<file path="src/rtl/xf_pkg.sv">
package xf_pkg;

  // Pending flag next state: set sources beat clear sources.
  function automatic logic pend_next(input logic set_any, input logic clr_any,
                                     input logic cur);
    if (set_any)      return 1'b1;
    else if (clr_any) return 1'b0;
    else              return cur;
  endfunction

  // Address-phase clear of the pending flag, only in slave receive.
  function automatic logic addr_clear(input logic is_master, input logic dir,
                                      input logic cmp, input logic match,
                                      input logic any_addr);
    logic slave_rx;
    slave_rx = !is_master && !dir;
    return slave_rx && (cmp ? match : any_addr);
  endfunction

  // Bus events that force the direction back to receive.
  function automatic logic dir_clear(input logic is_master, input logic arb,
                                     input logic stop, input logic blocked,
                                     input logic start, input logic nack);
    return arb || stop || blocked || (!is_master && (start || nack));
  endfunction

endpackage

</file>
<file path="src/rtl/xf_settle_timer.sv">
module xf_settle_timer #(
  parameter int unsigned SETTLE_CYCLES = 8,
  localparam int unsigned CNT_W = $clog2(SETTLE_CYCLES + 1)
) (
  input  logic clk,
  input  logic rst_n,
  input  logic en,
  input  logic data_wr,
  output logic fire
);
  localparam logic [CNT_W-1:0] LOAD = CNT_W'(SETTLE_CYCLES);
  localparam logic [CNT_W-1:0] ONE  = CNT_W'(1);

  logic [CNT_W-1:0] cnt;

  always_ff @(posedge clk or negedge rst_n) begin
    if (!rst_n)          cnt <= '0;
    else if (!en)        cnt <= '0;
    else if (data_wr)    cnt <= LOAD;
    else if (cnt != '0)  cnt <= cnt - ONE;
  end

  // A fresh write in the final cycle restarts the wait instead of firing.
  assign fire = en && (cnt == ONE) && !data_wr;
endmodule

</file>
<file path="src/rtl/xf_pend_flag.sv">
module xf_pend_flag
  import xf_pkg::*;
(
  input  logic clk,
  input  logic rst_n,
  input  logic set_any,
  input  logic clr_any,
  output logic pend,
  output logic fall
);
  logic pend_nxt;

  assign pend_nxt = pend_next(set_any, clr_any, pend);
  assign fall     = pend && !pend_nxt;

  always_ff @(posedge clk or negedge rst_n) begin
    if (!rst_n) pend <= 1'b1;
    else        pend <= pend_nxt;
  end
endmodule

</file>
<file path="src/rtl/xf_dir_ctl.sv">
module xf_dir_ctl (
  input  logic clk,
  input  logic rst_n,
  input  logic clr,
  input  logic upd,
  input  logic upd_val,
  input  logic wr,
  input  logic wr_val,
  output logic dir
);
  always_ff @(posedge clk or negedge rst_n) begin
    if (!rst_n)   dir <= 1'b0;
    else if (clr) dir <= 1'b0;
    else if (upd) dir <= upd_val;
    else if (wr)  dir <= wr_val;
  end
endmodule

</file>
<file path="src/rtl/xf_irq_gen.sv">
module xf_irq_gen (
  input  logic clk,
  input  logic rst_n,
  input  logic fall,
  input  logic slave_stop,
  output logic irq
);
  always_ff @(posedge clk or negedge rst_n) begin
    if (!rst_n) irq <= 1'b0;
    else        irq <= fall || slave_stop;
  end
endmodule

</file>
<file path="src/rtl/i2c_xfer_flags.sv">
module i2c_xfer_flags
  import xf_pkg::*;
#(
  parameter int unsigned SETTLE_CYCLES = 8
) (
  input  logic clk,
  input  logic rst_n,
  input  logic en,
  input  logic is_master,
  input  logic addr_cmp,
  input  logic byte_done,
  input  logic addr_match,
  input  logic addr_byte,
  input  logic arb_lost,
  input  logic start_seen,
  input  logic stop_seen,
  input  logic nack_seen,
  input  logic start_blocked,
  input  logic rw_bit,
  input  logic flag_wr,
  input  logic flag_wr_val,
  input  logic data_wr,
  input  logic dir_wr,
  input  logic dir_wr_val,
  output logic pend,
  output logic irq,
  output logic scl_hold,
  output logic dir
);
  // Named internal events, visible to the bound checker.
  logic settle_fire;
  logic set_any;
  logic clr_any;
  logic addr_clr;
  logic dir_clr;
  logic dir_upd;
  logic pend_fall;
  logic slave_stop;

  xf_settle_timer #(.SETTLE_CYCLES(SETTLE_CYCLES)) u_timer (
    .clk     (clk),
    .rst_n   (rst_n),
    .en      (en),
    .data_wr (data_wr),
    .fire    (settle_fire)
  );

  assign addr_clr = addr_clear(is_master, dir, addr_cmp, addr_match, addr_byte);
  assign set_any  = !en || (flag_wr && flag_wr_val) || settle_fire;
  assign clr_any  = byte_done || arb_lost || addr_clr;

  xf_pend_flag u_pend (
    .clk     (clk),
    .rst_n   (rst_n),
    .set_any (set_any),
    .clr_any (clr_any),
    .pend    (pend),
    .fall    (pend_fall)
  );

  assign dir_clr = dir_clear(is_master, arb_lost, stop_seen, start_blocked,
                             start_seen, nack_seen);
  assign dir_upd = !is_master && !dir && addr_cmp && addr_match;

  xf_dir_ctl u_dir (
    .clk     (clk),
    .rst_n   (rst_n),
    .clr     (dir_clr),
    .upd     (dir_upd),
    .upd_val (rw_bit),
    .wr      (dir_wr),
    .wr_val  (dir_wr_val),
    .dir     (dir)
  );

  assign slave_stop = en && stop_seen && !is_master;

  xf_irq_gen u_irq (
    .clk        (clk),
    .rst_n      (rst_n),
    .fall       (pend_fall),
    .slave_stop (slave_stop),
    .irq        (irq)
  );

  assign scl_hold = !pend;
endmodule

</file>
<file path="config.mk">
export PLATFORM = sky130hd
export DESIGN_NAME = i2c_xfer_flags
export DESIGN_NICKNAME = d
export VERILOG_FILES = /design/src/rtl/xf_pkg.sv /design/src/rtl/xf_settle_timer.sv /design/src/rtl/xf_pend_flag.sv /design/src/rtl/xf_dir_ctl.sv /design/src/rtl/xf_irq_gen.sv /design/src/rtl/i2c_xfer_flags.sv
export SDC_FILE = /design/constraint.sdc
export NUM_CORES = 1
export LEC_CHECK = 0
export BUFFER_PORTS_ARGS = -buffer_cell sky130_fd_sc_hd__buf_2
export CAP_MARGIN = 20
export CORE_AREA = 4 4 41 43
export DETAILED_ROUTE_END_ITERATION = 10
export DIE_AREA = 0 0 45 47
export PLACE_DENSITY_LB_ADDON = 0.3
export SLEW_MARGIN = 20
export SYNTH_ARGS = -nofsm -noshare
export SYNTH_HDL_FRONTEND = slang
export SYNTH_SLANG_ARGS = --single-unit
export TNS_END_PERCENT = 20
</file>
<file path="constraint.sdc">
create_clock -name clk -period 1.25 [get_ports clk]
set_input_delay 0.25 -clock clk [delete_from_list [all_inputs] [get_ports clk]]
set_output_delay 0.25 -clock clk [all_outputs]
set_load 0.02 [all_outputs]
</file>
==> flow_metrics.env <==
export IMPL_arrival_ns=1.54
export IMPL_min_from="data_wr"
export IMPL_mostFrequentLayoutCells="buf_2 (21), dfrtp_1 (6), nor2_1 (5), buf_4 (5), clkbuf_4 (3)"
export IMPL_fillCellCount=134
export IMPL_syn2layout_area_growth_pct=50.1
export IMPL_violations="negative setup slack"
export IMPL_synthMuxAreaShare_pct=7.16
export IMPL_rsz0062_at_grt="yes"
export IMPL_outcome="complete, but fails checks"
export IMPL_setup_tns_final_ns=-0.404
export IMPL_critPathRequiredTime_ns=1.43
export IMPL_report_final_hold_viol_count=0
export IMPL_path_clk_slew_ns=0.05
export IMPL_syn_avg_cell_area_um2=10.4
export IMPL_fp_dieH_um=47
export IMPL_dr_pass1_iters=3
export IMPL_period_needed_ns=1.37
export IMPL_yosys_warnings=0
export IMPL_max_slew_margin_pct=76.8
export IMPL_synthDistinctLibCells=25
export IMPL_viasPerCell=4.91
export IMPL_layout_commonest_cell="buf_2"
export IMPL_fmax_ghz=0.732
export IMPL_hp_class="input port to flop"
export IMPL_nets=95
export IMPL_gp_congestion=0.785
export IMPL_grt_max_degree=8
export IMPL_grt_pass1_wl_mm=1.73
export IMPL_io_buffers=22
export IMPL_place_inst=83
export IMPL_final_util_pct=50.4
export IMPL_grt_antenna_before_repair=0
export IMPL_clockBufferDepth=2
export IMPL_die_w_um=45
export IMPL_postLayoutCellArea_um2=656
export IMPL_ant_nets=0
export IMPL_drtIter0Drc=6
export IMPL_critical_path_class="flop to flop"
export IMPL_worst_path_max_fanout=4
export IMPL_worst_clock_skew_ns=0.000689
export IMPL_routedWlPerCell_um=12.1
export IMPL_drc=0
export IMPL_p_leak_nw=0.321
export IMPL_netlist_area_um2=437
export IMPL_cp_end_kind="flop"
export IMPL_layout_setup_ws_ns=-0.116
export IMPL_cap_violations=0
export IMPL_io_pins=23
export IMPL_clock_sinks=7
export IMPL_synth_compound_area_share_pct=14.9
export IMPL_r2r_end="u_timer.cnt[0]"
export IMPL_tritoncts="yes"
export IMPL_final_max_slew_violation_count=0
export IMPL_worst_slew_pin_slew_ns=0.344
export IMPL_drive_above_1_share_pct=53.4
export IMPL_worstReg2RegStart="u_timer.cnt[0]"
export IMPL_grt_overflow_total=0
export IMPL_ys_ff_latch=7
export IMPL_synth_cells=42
export IMPL_grt_total_usage_pct=11.4
export IMPL_crit_path_start_kind="flop"
export IMPL_insertion_delay_ns=0.24
export IMPL_hold_depth=2
export IMPL_initial_core_util_pct=33.6
export IMPL_htree_levels=1
export IMPL_rr_worst_depth=5
export IMPL_vias=432
export IMPL_dieArea_um2=2120
export IMPL_grt_pass1_vias=438
export IMPL_drt_total_wl_mm=1.06
export IMPL_synth_fa_ha_area_share_pct=5.73
export IMPL_hold_end="u_timer.cnt[3]"
export IMPL_synthXorXnorAreaFrac_pct=2.01
export IMPL_synth_simple_area_share_pct=27.2
export IMPL_pre_cts_ws_ns=-0.119
export IMPL_antenna_cells=0
export IMPL_synth_seq_area_share_pct=40.4
export IMPL_clock_root_buffer="clkbuf_4"
export IMPL_core_region_area_um2=1300
export IMPL_row_count=13
export IMPL_cellPowerDensity_nw_per_um2=1040
export IMPL_synth_top_family_by_area="simple AND/OR/NAND/NOR gates"
export IMPL_setup_viol=5
export IMPL_syn_num_nets=63
export IMPL_instances_no_fill=88
export IMPL_numCtsBuffers=3
export IMPL_reg2reg_setup_slack_ns=-0.12
export IMPL_ir_drop_mv=0.399
export IMPL_dpl_hpwl_um=865
export IMPL_post_dp_cell_area_um2=596
export IMPL_period_share_pct=109
-- sequential cells by signal, summed over array words and instances, names as in the netlist --
name and cells:
u_timer.cnt 4, u_irq.irq 1, u_dir.dir 1, u_pend.pend 1
-- final cells by class --
| type | instances | area [um2] | area share (%) |
|---|---|---|---|
| multi-input cells | 32 | 270 | 41.2 |
| flip-flops and latches | 7 | 176 | 26.9 |
| repair buffers | 27 | 153 | 23.3 |
| clock buffers | 4 | 26.3 | 4.01 |
| well taps | 15 | 18.8 | 2.86 |
| inverters | 3 | 11.3 | 1.72 |
-- through the flow --
step | hold WS [ns] | power, W
3_5_place_dp | 0.0933 | 0.000463
6_report | 0.244 | 0.000685
3_3_place_gp | 0.0916 | 0.000460
5_1_grt | 0.240 | 0.000733
2_1_floorplan | -0.0456 | 0.000376
4_1_cts | 0.229 | 0.000685
-- routing by layer --
layer	global-route usage [%]	part of all wire (%)	vias to the layer above
met4	5.26	0	0
met3	2.30	3.2	0
met5	0	0	-
met2	20.3	54	8
met1	13.0	43	207
li1	-	-	217
-- repair_timing --
item                                    4_1_cts  5_1_grt
setup buffers                                 0        0
hold buffers                                  1        0
resized for setup                             2        4
pin swaps                                     2        1
hold endpoints to repair                      6        0
endpoints found under the setup margin        4        7
-- power by group --
group	leakage [nW]	internal [W]	switching [W]	total, W
Combinational	0.215	0.000120	0.0000989	0.000219
Clock	0.0150	0.000122	0.0000789	0.000200
Sequential	0.0904	0.000248	0.0000179	0.000266
Total	0.321	0.000489	0.000196	0.000685
-- critical path, stage by stage (launching register included) --
cell and delay, ns:
dfrtp_1 0.41, inv_1 0.07, ha_2 0.18, or3b_4 0.42, xnor2_2 0.14, nor2_1 0.09
-- Yosys cell counts, drive strengths merged --
master   number  area, um2
or3b          1       11.3
dfrtp         6        150
nor3          2       10.0
mux2          1       11.3
xnor2         1       8.76
o21a          1       7.51
nand4         2       18.8
dfstp         1       26.3
or4b          1       13.8
nand2b        2       12.5
nand3b        2       15.0
a211oi        2       20.0
nand2         1       3.75
nor2          6       22.5
o311ai        1       8.76
a21oi         2       13.8
inv           3       11.3
nand4bb       1       11.3
mux2i         2       20.0
o21ai         1       5.00
o311a         1       10.0
ha            2       25.0
-- how the worst max path moves through the flow --
stage | end | start | slack, ns
floorplan | u_timer.cnt[0] | u_timer.cnt[0] | -0.07
global placement | u_timer.cnt[1] | u_timer.cnt[0] | -0.09
detailed placement | u_timer.cnt[0] | u_timer.cnt[0] | -0.12
CTS | u_timer.cnt[0] | u_timer.cnt[0] | -0.12
global route | u_timer.cnt[0] | u_timer.cnt[0] | -0.17
finish | u_timer.cnt[0] | u_timer.cnt[0] | -0.12
-- cells by family after synthesis --
group                      Yosys count
adders and majority gates            2
xor gates and xnor gates             1
AOI/OAI and AO/OA                    8
buffers and inverters                3
DFF                                  7
and+or+nand+nor                     18
muxes                                3
Power figures use the tool's default switching activity.
